**src/rtl/qdac_pkg.sv**
```systemverilog
package qdac_pkg;
    localparam int FRAME_W = 24;
    localparam int CNT_W   = $clog2(FRAME_W + 1);
    localparam logic [15:0] MID_CODE = 16'h8000;

    // register kinds (address bits 22:19)
    localparam logic [3:0] RK_SPECIAL = 4'd0;
    localparam logic [3:0] RK_DATA    = 4'd2;
    localparam logic [3:0] RK_COARSE  = 4'd3;
    localparam logic [3:0] RK_FINE    = 4'd4;
    localparam logic [3:0] RK_OFFSET  = 4'd5;

    // special functions (address bits 18:16 when kind is 0)
    localparam logic [2:0] FN_NOP   = 3'd0;
    localparam logic [2:0] FN_CFG   = 3'd1;
    localparam logic [2:0] FN_CLEAR = 3'd4;
    localparam logic [2:0] FN_LOAD  = 3'd5;

    typedef enum logic [1:0] {
        LINK_IDLE,
        LINK_SHIFT,
        LINK_FULL,
        LINK_OVER
    } link_state_t;
endpackage

```
**src/rtl/qdac_link.sv**
```systemverilog
module qdac_link
    import qdac_pkg::*;
(
    input  logic                clk,
    input  logic                rst_n,
    input  logic                cs_n,
    input  logic                sclk,
    input  logic                mosi,
    output logic                miso,
    input  logic [15:0]         tx_word,
    output logic                frame_v,
    output logic [FRAME_W-1:0]  frame_w
);
    link_state_t state_q, state_d;
    logic              cs_q, sclk_q;
    logic [CNT_W-1:0]  cnt_q;
    logic [FRAME_W-1:0] rx_q, tx_q;

    logic cs_fall, cs_rise, sck_rise, sck_fall;
    assign cs_fall  = cs_q & ~cs_n;
    assign cs_rise  = ~cs_q & cs_n;
    assign sck_rise = ~cs_n & sclk & ~sclk_q;
    assign sck_fall = ~cs_n & ~sclk & sclk_q;

    // state register
    always_ff @(posedge clk or negedge rst_n) begin
        if (!rst_n) state_q <= LINK_IDLE;
        else        state_q <= state_d;
    end

    // transitions: start, fill, overrun, end
    always_comb begin
        state_d = state_q;
        unique case (state_q)
            LINK_IDLE:  if (cs_fall) state_d = LINK_SHIFT;
            LINK_SHIFT: begin
                if (cs_rise) state_d = LINK_IDLE;
                else if (sck_rise && cnt_q == CNT_W'(FRAME_W - 1)) state_d = LINK_FULL;
            end
            LINK_FULL: begin
                if (cs_rise) state_d = LINK_IDLE;
                else if (sck_rise) state_d = LINK_OVER;
            end
            LINK_OVER:  if (cs_rise) state_d = LINK_IDLE;
        endcase
    end

    // shift registers and bit counter
    always_ff @(posedge clk or negedge rst_n) begin
        if (!rst_n) begin
            cs_q   <= 1'b1;
            sclk_q <= 1'b0;
            cnt_q  <= '0;
            rx_q   <= '0;
            tx_q   <= '0;
        end else begin
            cs_q   <= cs_n;
            sclk_q <= sclk;
            if (cs_fall) begin
                cnt_q <= '0;
                rx_q  <= '0;
                tx_q  <= {8'h00, tx_word};
            end else begin
                if (sck_rise && state_q == LINK_SHIFT) begin
                    rx_q  <= {rx_q[FRAME_W-2:0], mosi};
                    cnt_q <= cnt_q + 1'b1;
                end
                if (sck_fall) tx_q <= {tx_q[FRAME_W-2:0], 1'b0};
            end
        end
    end

    // outputs
    always_comb begin
        frame_v = (state_q == LINK_FULL) && cs_rise;
        frame_w = rx_q;
        miso    = tx_q[FRAME_W-1];
    end

    // independent count of serial edges inside the current frame
    logic [5:0] edges_seen;
    always_ff @(posedge clk or negedge rst_n) begin
        if (!rst_n)                             edges_seen <= '0;
        else if (cs_fall)                       edges_seen <= '0;
        else if (sck_rise && edges_seen != '1)  edges_seen <= edges_seen + 1'b1;
    end


    commit_len_chk: assert property (@(posedge clk) disable iff (!rst_n)
        frame_v |-> (edges_seen == 6'(FRAME_W)));
endmodule

```
**src/rtl/qdac_regs.sv**
```systemverilog
module qdac_regs
    import qdac_pkg::*;
#(
    parameter int NCH      = 4,
    parameter int RES_BITS = 16
) (
    input  logic                    clk,
    input  logic                    rst_n,
    input  logic                    frame_v,
    input  logic [FRAME_W-1:0]      frame_w,
    output logic [NCH-1:0][15:0]    data_o,
    output logic [NCH-1:0][1:0]     coarse_o,
    output logic [NCH-1:0][5:0]     fine_o,
    output logic [NCH-1:0][7:0]     offset_o,
    output logic [NCH-1:0][15:0]    out_o,
    output logic [15:0]             cfg_o,
    output logic [15:0]             rdbuf_o
);
    localparam int PAD = 16 - RES_BITS;
    localparam logic [15:0] CODE_MASK = 16'hFFFF << PAD;

    logic        rd;
    logic [3:0]  kind;
    logic [2:0]  sel;
    logic [15:0] val;
    assign {rd, kind, sel, val} = frame_w;

    logic wr, do_clear, do_load, do_cfg;
    assign wr       = frame_v & ~rd;
    assign do_clear = wr && kind == RK_SPECIAL && sel == FN_CLEAR;
    assign do_load  = wr && kind == RK_SPECIAL && sel == FN_LOAD;
    assign do_cfg   = wr && kind == RK_SPECIAL && sel == FN_CFG;

    logic [15:0] data_q   [NCH];
    logic [1:0]  coarse_q [NCH];
    logic [5:0]  fine_q   [NCH];
    logic [7:0]  offs_q   [NCH];
    logic [15:0] outc_q   [NCH];
    logic [15:0] cfg_q, rdbuf_q, rd_val;

    always_ff @(posedge clk or negedge rst_n) begin
        if (!rst_n) begin
            for (int i = 0; i < NCH; i++) begin
                data_q[i]   <= MID_CODE;
                coarse_q[i] <= '0;
                fine_q[i]   <= '0;
                offs_q[i]   <= '0;
                outc_q[i]   <= MID_CODE;
            end
        end else begin
            for (int i = 0; i < NCH; i++) begin
                if (do_clear)
                    data_q[i] <= MID_CODE;
                else if (wr && sel == 3'(i) && kind == RK_DATA)
                    data_q[i] <= val & CODE_MASK;
                if (wr && sel == 3'(i) && kind == RK_COARSE) coarse_q[i] <= val[1:0];
                if (wr && sel == 3'(i) && kind == RK_FINE)   fine_q[i]   <= val[5:0];
                if (wr && sel == 3'(i) && kind == RK_OFFSET) offs_q[i]   <= val[7:0];
                if (do_load) outc_q[i] <= data_q[i];
            end
        end
    end

    always_comb begin
        rd_val = '0;
        for (int i = 0; i < NCH; i++) begin
            if (sel == 3'(i)) begin
                case (kind)
                    RK_DATA:   rd_val = data_q[i];
                    RK_COARSE: rd_val = {14'h0, coarse_q[i]};
                    RK_FINE:   rd_val = {10'h0, fine_q[i]};
                    RK_OFFSET: rd_val = {8'h0, offs_q[i]};
                    default:   ;
                endcase
            end
        end
        if (kind == RK_SPECIAL && sel == FN_CFG) rd_val = cfg_q;
    end

    always_ff @(posedge clk or negedge rst_n) begin
        if (!rst_n) begin
            cfg_q   <= '0;
            rdbuf_q <= '0;
        end else begin
            if (do_cfg)  cfg_q   <= val;
            if (frame_v) rdbuf_q <= rd ? rd_val : 16'h0;
        end
    end

    genvar g;
    generate
        for (g = 0; g < NCH; g++) begin : g_out
            assign data_o[g]   = data_q[g];
            assign coarse_o[g] = coarse_q[g];
            assign fine_o[g]   = fine_q[g];
            assign offset_o[g] = offs_q[g];
            assign out_o[g]    = outc_q[g];
            if (PAD > 0) begin : g_pad

                low_bits_zero_chk: assert property (@(posedge clk) disable iff (!rst_n)
                    data_o[g][PAD-1:0] == '0);
            end
        end
    endgenerate
    assign cfg_o   = cfg_q;
    assign rdbuf_o = rdbuf_q;


    clear_mid_chk: assert property (@(posedge clk) disable iff (!rst_n)
        do_clear |=> (data_o == {NCH{MID_CODE}}));

    load_copy_chk: assert property (@(posedge clk) disable iff (!rst_n)
        do_load |=> (out_o == $past(data_o)));

    out_hold_chk: assert property (@(posedge clk) disable iff (!rst_n)
        !do_load |=> $stable(out_o));
endmodule

```
**src/rtl/quad_dac_regif.sv**
```systemverilog
module quad_dac_regif
    import qdac_pkg::*;
#(
    parameter int NCH      = 4,
    parameter int RES_BITS = 16
) (
    input  logic                 clk,
    input  logic                 rst_n,
    input  logic                 cs_n,
    input  logic                 sclk,
    input  logic                 mosi,
    output logic                 miso,
    output logic [NCH-1:0][15:0] data_o,
    output logic [NCH-1:0][1:0]  coarse_o,
    output logic [NCH-1:0][5:0]  fine_o,
    output logic [NCH-1:0][7:0]  offset_o,
    output logic [NCH-1:0][15:0] out_o,
    output logic [15:0]          cfg_o
);
    logic               frame_v;
    logic [FRAME_W-1:0] frame_w;
    logic [15:0]        rdbuf;

    qdac_link u_link (
        .clk     (clk),
        .rst_n   (rst_n),
        .cs_n    (cs_n),
        .sclk    (sclk),
        .mosi    (mosi),
        .miso    (miso),
        .tx_word (rdbuf),
        .frame_v (frame_v),
        .frame_w (frame_w)
    );

    qdac_regs #(.NCH(NCH), .RES_BITS(RES_BITS)) u_regs (
        .clk      (clk),
        .rst_n    (rst_n),
        .frame_v  (frame_v),
        .frame_w  (frame_w),
        .data_o   (data_o),
        .coarse_o (coarse_o),
        .fine_o   (fine_o),
        .offset_o (offset_o),
        .out_o    (out_o),
        .cfg_o    (cfg_o),
        .rdbuf_o  (rdbuf)
    );
endmodule

```
**config.mk**
```make
export PLATFORM = sky130hd
export DESIGN_NAME = quad_dac_regif
export DESIGN_NICKNAME = d
export VERILOG_FILES = /design/src/rtl/qdac_pkg.sv /design/src/rtl/qdac_link.sv /design/src/rtl/qdac_regs.sv /design/src/rtl/quad_dac_regif.sv
export SDC_FILE = /design/constraint.sdc
export NUM_CORES = 1
export LEC_CHECK = 0
export CAP_MARGIN = 25
export CORE_AREA = 2 2 155 157
export CTS_CLUSTER_DIAMETER = 50
export DETAILED_ROUTE_END_ITERATION = 8
export DIE_AREA = 0 0 157 159
export DONT_BUFFER_PORTS = 1
export PLACE_DENSITY = 0.7
export SYNTH_ARGS = -nofsm -noshare
export SYNTH_HDL_FRONTEND = slang
export SYNTH_HIERARCHICAL = 1
export SYNTH_SLANG_ARGS = --single-unit
```
**constraint.sdc**
```tcl
create_clock -name clk -period 2.4 [get_ports clk]
set_input_delay 0.36 -clock clk [delete_from_list [all_inputs] [get_ports clk]]
set_output_delay 0.36 -clock clk [all_outputs]
set_load 0.05 [all_outputs]
```
After elaboration in Yosys (flattened, before gate mapping)
Cells that the tools add are included.
{"block": "word_totals", "ff_bits": 281, "inputBits": 5, "word_cells": 127}
{"block": "classes", "add_sub_neg": 1, "eq_ne": 17, "mux": 31, "bitwise_logic": 12, "reduce_logical": 38}
{"op": "16-bit case mux with 4 select lines", "n": 4}
{"op": "16-bit two-way mux", "n": 14}
{"op": "24-bit two-way mux", "n": 4}
{"op": "1-bit logical AND", "n": 28}
{"op": "2-bit two-way mux", "n": 6}
{"op": "2-bit nonzero test", "n": 6}
{"op": "5-bit two-way mux", "n": 2}
{"op": "4-bit by 2-bit equality test with 1-bit output (second input constant)", "n": 2}
{"op": "4-bit by 3-bit equality test with 1-bit output (second input constant)", "n": 2}
{"op": "2-bit case mux with 4 select lines", "n": 1}
{"op": "1-bit AND", "n": 7}
{"op": "3-bit by 2-bit equality test with 1-bit output (second input constant)", "n": 2}
{"op": "3-bit equality test (second input constant)", "n": 2}
{"op": "3-bit by 1-bit inequality test with 1-bit output (second input constant)", "n": 2}
{"op": "5-bit by 1-bit adder with 5-bit output (second input constant)", "n": 1}
{"op": "5-bit equality test (second input constant)", "n": 1}
{"op": "1-bit NOT", "n": 5}
{"op": "2-bit equality test (second input constant)", "n": 2}
{"op": "4-bit zero test", "n": 1}
{"op": "2-bit by 1-bit inequality test with 1-bit output (second input constant)", "n": 2}
{"op": "4-bit AND reduction", "n": 1}
{"op": "3-bit by 1-bit equality test with 1-bit output (second input constant)", "n": 1}
{"op": "3-bit zero test", "n": 1}
{"op": "2-bit by 1-bit equality test with 1-bit output (second input constant)", "n": 1}
{"op": "2-bit zero test", "n": 1}

Logic depth before layout (Yosys ltp)
Gate-level depths: netlist of the first run.
{"block": "logic_depth", "depth_word": 11, "ltp_mapped": 10, "ltp_nobuf": 7}

Cells and area by module
The synthesis of the first run kept the hierarchy.
{"mod": "qdac_regs", "n_inst": 1, "cells_each": 860, "area_each_um2": 10143.5, "seq_area_each_um2": 5615.4}
{"mod": "qdac_link", "n_inst": 1, "cells_each": 226, "area_each_um2": 2518.7, "seq_area_each_um2": 1427.6}

Least setup slack after synthesis of the first run
OpenSTA, ideal clock, no wires.
{"block": "synth_path", "kind": "in2reg", "from": "input cs_n", "to": "register u_regs.rdbuf_q[2], in the netlist u_regs/rdbuf_o[2]", "setup_time_ns": 0.068, "arrival_time_ns": 2.327, "slack_ns": 0.005, "cell_stages": 9, "n_path_buf": 4, "path_cell_list": "clkbuf_1 > clkbuf_1 > and4_1 > clkbuf_1 > and2_1 > clkbuf_1 > nand3_1 > nor4_1 > a311o_1"}
{"block": "synth_between", "elab_chain_len": 2}
{"item": "start: declaration", "line": "quad_dac_regif.sv:9", "rtl": "input logic cs_n,"}
{"item": "1-bit AND", "line": "qdac_link.sv:21", "rtl": "assign cs_rise = ~cs_q & cs_n;"}
{"item": "1-bit logical AND", "line": "qdac_link.sv:75", "rtl": "frame_v = (state_q == LINK_FULL) && cs_rise;"}
{"item": "net frame_v", "line": "quad_dac_regif.sv:20", "rtl": "logic frame_v;"}
{"item": "end signal: assignment", "line": "qdac_regs.sv:86", "rtl": "if (frame_v) rdbuf_q <= rd ? rd_val : 16'h0;"}
{"item": "end: declaration", "line": "qdac_regs.sv:39", "rtl": "logic [15:0] cfg_q, rdbuf_q, rd_val;"}
The timed path passes the listed nets, and every way through them passes these cells.
A chain may end at the register's enable or synchronous reset.

Worst setup path after layout of the first run
{"block": "layout_path", "from": "register u_link.state_q[0]", "to": "register u_regs.rdbuf_q[4], in the netlist u_regs/rdbuf_o[4]"}
{"block": "layout_between", "elab_chain_len": 2}
{"item": "start: declaration", "line": "qdac_link.sv:14", "rtl": "link_state_t state_q, state_d;"}
{"item": "start signal: assignment", "line": "qdac_link.sv:28", "rtl": "else state_q <= state_d;"}
{"item": "2-bit equality test", "line": "qdac_link.sv:75"}
{"item": "1-bit logical AND", "line": "qdac_link.sv:75"}
{"item": "net frame_v", "line": "quad_dac_regif.sv:20"}
The timed path passes the listed nets, and every way through them passes these cells.

==> impl_results.md, run 1 <==
* First-pass GRT wire length at 52.20 mm
* Clock tree buffer depth at 3
* Clock transition at path regs at 0.06 ns
* CP Buf/Inv Count at 2
* Max-slew violations at 0
* Sum Neg Setup Slack at 0 ns
* Most frequent cells in the layout: 271 x dfrtp_1, 164 x nand2_1, 125 x mux2_2, 76 x a21oi_1, 66 x mux2i_1
* Vias at 8674
* Synthesis warning total at 6
* Grt ovf at 0
* Slowest-stage cell, CP: nor4_1
* # H-tree levels at 1
* Failing checks: negative hold slack
* DP Worst Slack at 0.1118 ns
* Wire per inst at 23.54 um
* Crit-path cells: inv_1, and4_2, buf_4, and2_1, nand3_1, nor4_1, a311o_1
* First-iteration detailed-routing DRC count at 825
* Crit path max-delay family: simple AND/OR/NAND/NOR gates
* P_leak at 6.541 nW
* Area of the multi-input gates at 5206 um2
* Final hold vios at 281
* Post-detail-place hpwl at 22.38 mm
* Worst-Margin Slew at 0.8606 ns
* Final Cycle Share at 95.38%
* Flop-to-flop setup slack at 0.11 ns
* Vias in the first global route at 8633
* Tot Pwr at 0.009611 W
* Post-synthesis sequential area ratio at 55.62%
* WP data arrival at 2.78 ns
* Peak supply drop at 560.0 uV
* Fin crit period at 2.289 ns
* Post-synthesis cell type count at 64
* Syn_nets at 1092
* Die Wd at 157 um
* Setup bufs post-CTS at 0
* Cells after Synth at 1086
* Syn avg cell area at 11.66 um2
* Critical path required time at 2.89 ns
* Ys flop type: dfrtp_1
* Final #Nets at 1089
* Relative slew slack at 42.63%
* GRT Util Overall at 26.60%
* Share of layout cells above drive strength 1 at 23.73%
* Commonest non-fill, non-tap cell in the layout: dfrtp_1
* Clock Tree Root: clkbuf_16
* HP Class: in -> async
* Rows at 56
* Io pins at 214
* CP Max Fanout at 10
* Min Hold Slack at -0.4791 ns
* Die height at 159 um
* CTS tree: built
* CTS sink count at 281
* Post-Synthesis Cell Area at 12660 um2
* CP Launch Type: flop
* Ys async rst share at 100.0%
* Final WL at 33.52 mm
* Layout Skew at 0.01325 ns
* Initial antenna violation count at 1
* Via-to-Cell Ratio at 6.091
* Critical Path End Type: flop
* Yosys reg bits at 281
* FILL cells at 1884
* GPL Wtd Cong at 0.8311
* Max Cap Violations at 0
* Core area at 23190 um2
* Remaining DRCs at 0
* Pin count of the biggest net entering global routing at 282
* Run status: finished with violations
* CTS buffer count at 31
* Endpoints failing setup at 0
* DRT Pass-1 Iters at 5
* Hold_buf cts at 3
* Starting density of the core at 54.60%
* Port buffer count at 0
* Worst setup path class: reg -> reg
* Layout area overhead at 10.96%
* Final antenna-violating net count at 0
* Clk_lat worst skew at 0.55 ns
* FF+latch area at 7047 um2
* Final WS setup at 0.1110 ns
* Slowest stage delay, CP at 0.58 ns
* Setup repair after global routing missed its margin: false
* EDFF count, synth at 0
* DIE AREA at 24960 um2
* PwrDens at 684.1 nW/um2
* Fmax at 0.4369 GHz
[kinds of logic (layout without fill, tap and decap cells)]
kind of cell	Yosys count	in the layout	synth area share (%)
AO/OA/AOI/OAI	201	201	9.684
adder cells (fa/ha/maj)	1	1	0.09880
multiplexers	226	226	19.74
buffers and inverters	88	106	3.508
other	0	1	0
flip-flops	281	281	55.62
AND/OR/NAND/NOR	288	288	11.27
XOR/XNOR	1	1	0.06918
[synth_stat cells (2+ instances only)]
cell,n,share of area (%)
mux2_1,25,2.2
a32o_1,2,0.16
and2_1,7,0.35
mux2i_1,66,5.2
nand3_1,30,1.2
nor2_4,4,0.36
a311o_1,4,0.32
buf_2,34,1.3
o221ai_1,2,0.14
nand2_4,2,0.18
or3_1,3,0.15
o22ai_1,10,0.49
or2_2,3,0.15
o21ai_0,51,2.0
nor3b_1,3,0.18
dfrtp_1,272,54
a21oi_1,76,3.0
nand2_1,166,4.9
dfstp_2,9,1.9
buf_4,11,0.65
nand4_1,2,0.099
a22o_1,2,0.14
nand2_2,4,0.20
o211ai_1,4,0.24
nor4_2,2,0.20
nor2b_1,6,0.30
and3_1,4,0.20
buf_1,2,0.059
a22oi_1,25,1.5
inv_1,8,0.24
mux2_2,125,11
mux2_4,10,1.2
and3b_1,2,0.14
nor2_1,20,0.59
a211oi_1,2,0.12
clkbuf_1,28,0.83
o2111ai_1,4,0.28
nor4_1,6,0.30
a221oi_1,15,1.0
or3b_1,3,0.21
nand2b_1,5,0.25
o2bb2ai_1,2,0.14
buf_6,4,0.36
[per-layer routing]
layer	vias to the layer above	part of all wire, %	wire length [um]	GRT usage (%)
li1	3867	-	-	-
met1	4366	42	14160	38.34
met2	382	47	15680	40.81
met3	59	9.0	3008	6.614
met4	0	2.0	673	6.505
met5	-	0	0	0
[sequential cells by signal (all words and copies together) (netlist names)]
register	flops
u_link/cnt_q	5
u_link/cs_q	1
u_link/frame_w	24
u_link/sclk_q	1
u_link/state_q	2
u_link/tx_q	24
u_regs/cfg_o	16
u_regs/coarse_o	8
u_regs/data_o	64
u_regs/fine_o	24
u_regs/offset_o	32
u_regs/out_o	64
u_regs/rdbuf_o	16
[layout make-up]
type                            instances  area share (%)
Inverter                                9          0.2404
Timing Repair Buffer                   43           2.743
Sequential cell                       281           50.16
Clock buffer                           42           6.243
Tap cell                              319           2.841
Multi-Input combinational cell        717           37.06
Antenna cell                            1         0.01781
Clock inverter                         12          0.7035
[stage by stage]
| stage | hold WS, ns | instance area (um2) | utilization [%] | cells |
|---|---|---|---|---|
| 2_1_floorplan | 0.06441 | 12660 | - | 1086 |
| 3_5_place_dp | 0.07354 | 13000 | 56.03 | 1365 |
| 3_3_place_gp | 0.07332 | 13000 | 56.03 | 1365 |
| 5_1_grt | -0.5045 | 14050 | 60.57 | 1423 |
| 6_report | -0.4791 | 14050 | 60.58 | 1424 |
| 4_1_cts | -0.5047 | 14000 | 60.37 | 1422 |
[report_power, final]
group,internal (W),switching (W),total (W)
sequential,0.00483,0.0000762,0.00490
clock,0.00265,0.00188,0.00453
combinational,0.0000909,0.0000922,0.000183
total,0.00757,0.00204,0.00961
[worst paths after layout]
check	from	to	cells after the start
setup / recovery	u_link/state_q[0]	u_regs/rdbuf_o[4]	7
hold / removal	rst_n	u_regs/out_o[51]	0
setup reg to reg	u_link/state_q[0]	u_regs/rdbuf_o[4]	7
hold reg to reg	u_regs/rdbuf_o[6]	u_link/tx_q[6]	2
max in group asynchronous	rst_n	u_link/frame_w[19]	0
min in group clk	cs_n	u_link/tx_q[20]	2
[repair_timing]
item,CTS,global route
endpoints found under the setup margin,0,73
resized for setup,0,6
endpoints found under the hold margin,301,281
(Power assumes the default switching activity.)
==> run 2: changes to the inputs <==
==> constraint.sdc (replaced) <==
create_clock -name clk -period 2.21 [get_ports clk]
set_input_delay 0.3315 -clock clk [delete_from_list [all_inputs] [get_ports clk]]
set_output_delay 0.3315 -clock clk [all_outputs]
set_load 0.05 [all_outputs]
==> run 2 against run 1 <==
Sequential cell count unchanged. Clock skew rose by 0.0042 ns. Worst hold slack better by 0.025 ns. Die area stayed put. Sequential power increased by 8.6%. The flow still finishes with violations (negative hold slack). Final cell count rose by 5.3%. Largest power group is now the clock network. Critical path type unchanged.
==> impl_results.md, run 2 (synthesized netlist as in run 1, its figures left out) <==
* Ant. Diodes at 0 (was 1)
* First-iteration detailed-routing DRC count at 889 (was 825)
* Vias in the first global route at 9087 (was 8633)
* Rows at 56 (unchanged)
* Starting density of the core at 54.60% (unchanged)
* Final hold vios at 281 (unchanged)
* Die height at 159 um (unchanged)
* Io pins at 214 (unchanged)
* Worst setup path class: reg -> reg (unchanged)
* Commonest non-fill, non-tap cell in the layout: dfrtp_1 (unchanged)
* CP Launch Type: flop (unchanged)
* CTS buffer count at 34 (was 31)
* WP data arrival at 2.48 ns (was 2.78 ns)
* Initial antenna violation count at 0 (was 1)
* HP Class: in -> async (unchanged)
* Port buffer count at 0 (unchanged)
* Worst-Margin Slew at 0.7619 ns (was 0.8606 ns)
* Slowest stage delay, CP at 0.47 ns (was 0.58 ns)
* Remaining DRCs at 0 (unchanged)
* Die Wd at 157 um (unchanged)
* Layout Skew at 0.01743 ns (was 0.01325 ns)
* Via-to-Cell Ratio at 6.031 (was 6.091)
* Core area at 23190 um2 (unchanged)
* Final Cycle Share at 95.37% (was 95.38%)
* Most frequent cells in the layout: 271 x dfrtp_1, 163 x nand2_1, 125 x mux2_2, 104 x buf_4, 76 x a21oi_1 (was 271 x dfrtp_1, 164 x nand2_1, 125 x mux2_2, 76 x a21oi_1, 66 x mux2i_1)
* Hold_buf cts at 4 (was 3)
* DIE AREA at 24960 um2 (unchanged)
* CP Max Fanout at 19 (was 10)
* Pin count of the biggest net entering global routing at 282 (unchanged)
* Crit path max-delay family: simple AND/OR/NAND/NOR gates (unchanged)
* Flop-to-flop setup slack at 0.10 ns (was 0.11 ns)
* Share of layout cells above drive strength 1 at 28.31% (was 23.73%)
* Clock transition at path regs at 0.06 ns (about the same)
* CTS sink count at 281 (unchanged)
* Layout area overhead at 16.39% (was 10.96%)
* DP Worst Slack at 0.1277 ns (was 0.1118 ns)
* Final antenna-violating net count at 0 (unchanged)
* Critical path required time at 2.59 ns (was 2.89 ns)
* GRT Util Overall at 27.30% (was 26.60%)
* DRT Pass-1 Iters at 5 (unchanged)
* Run status: finished with violations (unchanged)
* PwrDens at 749.1 nW/um2 (was 684.1 nW/um2)
* First-pass GRT wire length at 53.27 mm (was 52.20 mm)
* Setup repair after global routing missed its margin: false (unchanged)
* Critical Path End Type: flop (unchanged)
* Final #Nets at 1163 (was 1089)
* Wire per inst at 22.49 um (was 23.54 um)
* Post-detail-place hpwl at 23.09 mm (was 22.38 mm)
* Peak supply drop at 697.1 uV (was 560.0 uV)
* P_leak at 6.985 nW (was 6.541 nW)
* Final WL at 33.72 mm (was 33.52 mm)
* Crit-path cells: buf_12, buf_4, and4bb_1, and3_1, mux2_2 (was inv_1, and4_2, buf_4, and2_1, nand3_1, nor4_1, a311o_1)
* Clk_lat worst skew at 0.51 ns (was 0.55 ns)
* Failing checks: negative hold slack (unchanged)
* Vias at 9041 (was 8674)
* Slowest-stage cell, CP: dfrtp_2 (was nor4_1)
* Endpoints failing setup at 0 (unchanged)
* Final WS setup at 0.1024 ns (was 0.1110 ns)
* CP Buf/Inv Count at 2 (unchanged)
* GPL Wtd Cong at 0.8495 (was 0.8311)
* Clock tree buffer depth at 3 (unchanged)
* Grt ovf at 0 (unchanged)
* Sum Neg Setup Slack at 0 ns (unchanged)
* Max Cap Violations at 0 (unchanged)
* Max-slew violations at 0 (unchanged)
* Relative slew slack at 49.20% (was 42.63%)
* # H-tree levels at 2 (was 1)
* Fin crit period at 2.108 ns (was 2.289 ns)
* CTS tree: built (unchanged)
* Min Hold Slack at -0.4542 ns (was -0.4791 ns)
* Clock Tree Root: clkbuf_16 (unchanged)
* Fmax at 0.4745 GHz (was 0.4369 GHz)
run 2: changes by cell type in the layout (fill, tap and decap cells not counted), sizes merged:
| cell | previous run | this run |
|---|---|---|
| diode | 1 | 0 |
| dlygate4sd3 | 3 | 4 |
| clkbuf | 43 | 49 |
| clkinvlp | 1 | 2 |
| inv | 12 | 13 |
| buf | 39 | 110 |
| bufinv | 1 | 2 |
| clkinv | 7 | 2 |
run 2: cell type report:
class	instances	area [um2]
fillers	1803	8454
flip-flops and latches	281	7044
multi-input cells	717	5201
clock buffers	49	998.5
repair buffers	114	940.9
well taps	319	399.1
clock inverters	10	120.1
inverters	9	33.78
run 2: report_power, final:
part	switching, W	leakage (nW)	internal [W]
combinational	0.000106	2.61	0.000109
sequential	0.0000780	3.83	0.00524
clock	0.00212	0.544	0.00339
run 2: worst register-to-register path, delay by kind of cell, from the launching register on:
family	cells	cell delay, ns
buf+inv	2	0.44
flops	1	0.47
mux	1	0.36
simple gates	2	0.71
run 2: layer usage:
metal	wire [um]	GRT usage (%)	share of wire [%]	up-vias
met1	14420	38.83	43	4590
met3	2697	6.750	8.0	59
met2	15790	41.23	47	369
met4	816	9.258	2.4	0
li1	-	-	-	4023
met5	0	0	0	-
run 2: timing repair:
item	in CTS	in global routing
setup endpoints to repair	0	16
resized for setup	0	4
buffers inserted	0	4
hold endpoints to repair	300	281
run 2: path summary, 6_finish.rpt:
path | startpoint | endpoint | cells after the start
worst max-delay path | u_link/frame_w[19] | u_regs/coarse_o[7] | 5
worst min-delay path | rst_n | u_regs/out_o[53] | 0
worst max register to register | u_link/frame_w[19] | u_regs/coarse_o[7] | 5
worst min register to register | u_regs/rdbuf_o[9] | u_link/tx_q[9] | 2
max in group asynchronous | rst_n | u_regs/out_o[47] | 0
min in group clk | cs_n | u_link/cnt_q[1] | 3
run 2: through the flow:
| step | utilization [%] | power [W] | cell area, um2 | std cells |
|---|---|---|---|---|
| finish | 63.55 | 0.01104 | 14740 | 1499 |
| global route | 63.55 | 0.01140 | 14740 | 1499 |
| CTS | 63.36 | 0.01114 | 14690 | 1495 |
| detailed placement | 58.36 | 0.005613 | 13540 | 1432 |
| global placement | 58.36 | 0.005604 | 13540 | 1432 |
| floorplan | - | 0.005553 | 12670 | 1086 |
==> run 3: changes to the inputs <==
--- a/config.mk
+++ b/config.mk
@@ -6,12 +6,11 @@
 export NUM_CORES = 1
 export LEC_CHECK = 0
 export CAP_MARGIN = 25
-export CORE_AREA = 2 2 155 157
+export CORE_AREA = 2 2 209 211
 export CTS_CLUSTER_DIAMETER = 50
 export DETAILED_ROUTE_END_ITERATION = 8
-export DIE_AREA = 0 0 157 159
+export DIE_AREA = 0 0 211 213
 export DONT_BUFFER_PORTS = 1
-export PLACE_DENSITY = 0.7
 export SYNTH_ARGS = -nofsm -noshare
 export SYNTH_HDL_FRONTEND = slang
 export SYNTH_HIERARCHICAL = 1
==> run 3 against run 2 <==
The flow still finishes with violations (negative hold slack). Fmax down 2.2%. Final area up 4.3%. Final cell count up 16%. Critical endpoint is now u_regs/rdbuf_o[4]. Largest power group unchanged. Highest routed layer unchanged.
==> impl_results.md, run 3 (synthesized netlist as in run 1, its figures left out) <==
* CTS sink count at 281 (unchanged)
* Initial antenna violation count at 0 (unchanged)
* Fin crit period at 2.156 ns (was 2.108 ns)
* Worst setup path class: reg -> reg (unchanged)
* Slowest-stage cell, CP: a221oi_1 (was dfrtp_2)
* Worst R2R Start: u_link/frame_w[20] (was u_link/frame_w[19])
* Final #Nets at 1165 (was 1163)
* Crit-path cells: buf_4, nor4b_4, buf_12, a221oi_1, nor4_1, a311o_1 (was buf_12, buf_4, and4bb_1, and3_1, mux2_2)
* FILL cells at 4136 (was 1803)
* Via-to-Cell Ratio at 5.154 (was 6.031)
* Crit path max-delay family: compound AO/OA/AOI/OAI gates (was simple AND/OR/NAND/NOR gates)
* CTS tree: built (unchanged)
* Die Wd at 211 um (was 157 um)
* Max Cap Violations at 0 (unchanged)
* CP Buf/Inv Count at 2 (unchanged)
* CTS buffer count at 41 (was 34)
* Critical Path End Type: flop (unchanged)
* Rows at 76 (was 56)
* DIE AREA at 44940 um2 (was 24960 um2)
* Port buffer count at 0 (unchanged)
* Final WS setup at 0.05424 ns (was 0.1024 ns)
* Share of layout cells above drive strength 1 at 28.94% (was 28.31%)
* Pin count of the biggest net entering global routing at 282 (unchanged)
* HP Class: in -> async (unchanged)
* Critical Path Source: u_link/frame_w[20] (was u_link/frame_w[19])
* CP Max Fanout at 30 (was 19)
* Relative slew slack at 48.90% (was 49.20%)
* Setup repair after global routing missed its margin: true (was false)
* Slowest stage delay, CP at 0.56 ns (was 0.47 ns)
* Worst-Margin Slew at 0.7665 ns (was 0.7619 ns)
* First-pass GRT wire length at 57.77 mm (was 53.27 mm)
* Fmax at 0.4639 GHz (was 0.4745 GHz)
* Remaining DRCs at 0 (unchanged)
* P_leak at 7.146 nW (was 6.985 nW)
* DP Worst Slack at 0.07850 ns (was 0.1277 ns)
* Clock tree buffer depth at 3 (unchanged)
* Peak supply drop at 449.3 uV (was 697.1 uV)
* Clock Tree Root: clkbuf_16 (unchanged)
* WP data arrival at 2.60 ns (was 2.48 ns)
* Run status: finished with violations (unchanged)
* Clk_lat worst skew at 0.57 ns (was 0.51 ns)
* DRT Pass-1 Iters at 5 (unchanged)
* First-iteration detailed-routing DRC count at 741 (was 889)
* GPL Wtd Cong at 0.8248 (was 0.8495)
* Most frequent cells in the layout: 271 x dfrtp_1, 166 x nand2_1, 125 x mux2_2, 96 x buf_4, 76 x a21oi_1 (was 271 x dfrtp_1, 163 x nand2_1, 125 x mux2_2, 104 x buf_4, 76 x a21oi_1)
* Worst r2r path cells at 6 (was 5)
* Io pins at 214 (unchanged)
* Vias at 8957 (was 9041)
* # H-tree levels at 2 (unchanged)
* Final Cycle Share at 97.55% (was 95.37%)
* Core area at 42700 um2 (was 23190 um2)
* Final antenna-violating net count at 0 (unchanged)
* Wire per inst at 21.98 um (was 22.49 um)
* Final WL at 38.21 mm (was 33.72 mm)
* Endpoints failing setup at 0 (unchanged)
* Critical path required time at 2.65 ns (was 2.59 ns)
* Setup bufs post-CTS at 0 (unchanged)
* Vias in the first global route at 9179 (was 9087)
* Failing checks: negative hold slack (unchanged)
* Flop-to-flop setup slack at 0.05 ns (was 0.10 ns)
* CP Launch Type: flop (unchanged)
* Die height at 213 um (was 159 um)
* Clock transition at path regs at 0.06 ns (about the same)
* RR Endpoint: u_regs/rdbuf_o[4] (was u_regs/coarse_o[7])
* Hold_buf cts at 3 (was 4)
* Max-slew violations at 0 (unchanged)
* Layout Skew at 0.02819 ns (was 0.01743 ns)
* PwrDens at 811.5 nW/um2 (was 749.1 nW/um2)
* Min Hold Slack at -0.5160 ns (was -0.4542 ns)
* Commonest non-fill, non-tap cell in the layout: dfrtp_1 (unchanged)
* Tot Pwr at 0.01247 W (was 0.01104 W)
* Ant. Diodes at 0 (unchanged)
* GRT Util Overall at 17.00% (was 27.30%)
* Post-detail-place hpwl at 26.95 mm (was 23.09 mm)
* Starting density of the core at 29.66% (was 54.60%)
* Final hold vios at 281 (unchanged)
* Grt ovf at 0 (unchanged)
* Layout area overhead at 21.39% (was 16.39%)
==> run 3: worst max path at each step <==
stage	slack, ns	endpoint	cells after the start
4_1_cts	0.05	u_regs/rdbuf_o[4]	7
3_3_place_gp	0.16	u_regs/out_o[20]	7
3_5_place_dp	0.08	u_regs/rdbuf_o[4]	7
5_1_grt	-0.02	u_regs/rdbuf_o[5]	7
6_report	0.05	u_regs/rdbuf_o[4]	6
2_1_floorplan	0.04	u_regs/data_o[56]	9
==> run 3: metrics by stage <==
step           instances  cell area (um2)  utilization [%]  hold WS, ns  setup TNS (ns)
2_1_floorplan       1086            12670                -      0.03591               0
3_3_place_gp        1659            13870            32.48      0.04673               0
3_5_place_dp        1659            13870            32.48      0.04572               0
4_1_cts             1738            15370            36.00      -0.5538               0
5_1_grt             1738            15370            36.00      -0.5448        -0.05107
6_report            1738            15370            36.00      -0.5160               0
==> run 3: layout make-up <==
class                   count  area (um2)  area share (%)
multi-input cells         717        5189           33.76
flip-flops and latches    281        7044           45.83
well taps                 546       683.2           4.444
clock buffers              58        1222           7.953
inverters                   9       33.78          0.2198
repair buffers            109       950.9           6.186
clock inverters            18       247.7           1.612
==> run 3: repair_timing <==
action,CTS,global route
endpoints found under the hold margin,302,281
setup endpoints to repair,0,4
gates resized for setup,0,1
==> run 3: layer usage <==
metal,global-route usage [%],share of wire (%),up-vias
met5,0,0,-
met4,6.314,3.0,0
met3,5.501,8.1,63
met2,26.85,47,287
met1,21.76,42,4559
li1,-,-,4048
==> run 3: worst register-to-register path, cell delays in order (launching register included) <==
cell and delay, ns:
dfrtp_1 0.46, buf_4 0.22, nor4b_4 0.15, buf_12 0.16
a221oi_1 0.57, nor4_1 0.14, a311o_1 0.34
==> run 3: power breakdown <==
part	total, W	switching (W)	internal, W
combinational	0.000215	0.000109	0.000106
sequential	0.00532	0.0000762	0.00524
clock	0.00694	0.00255	0.00439
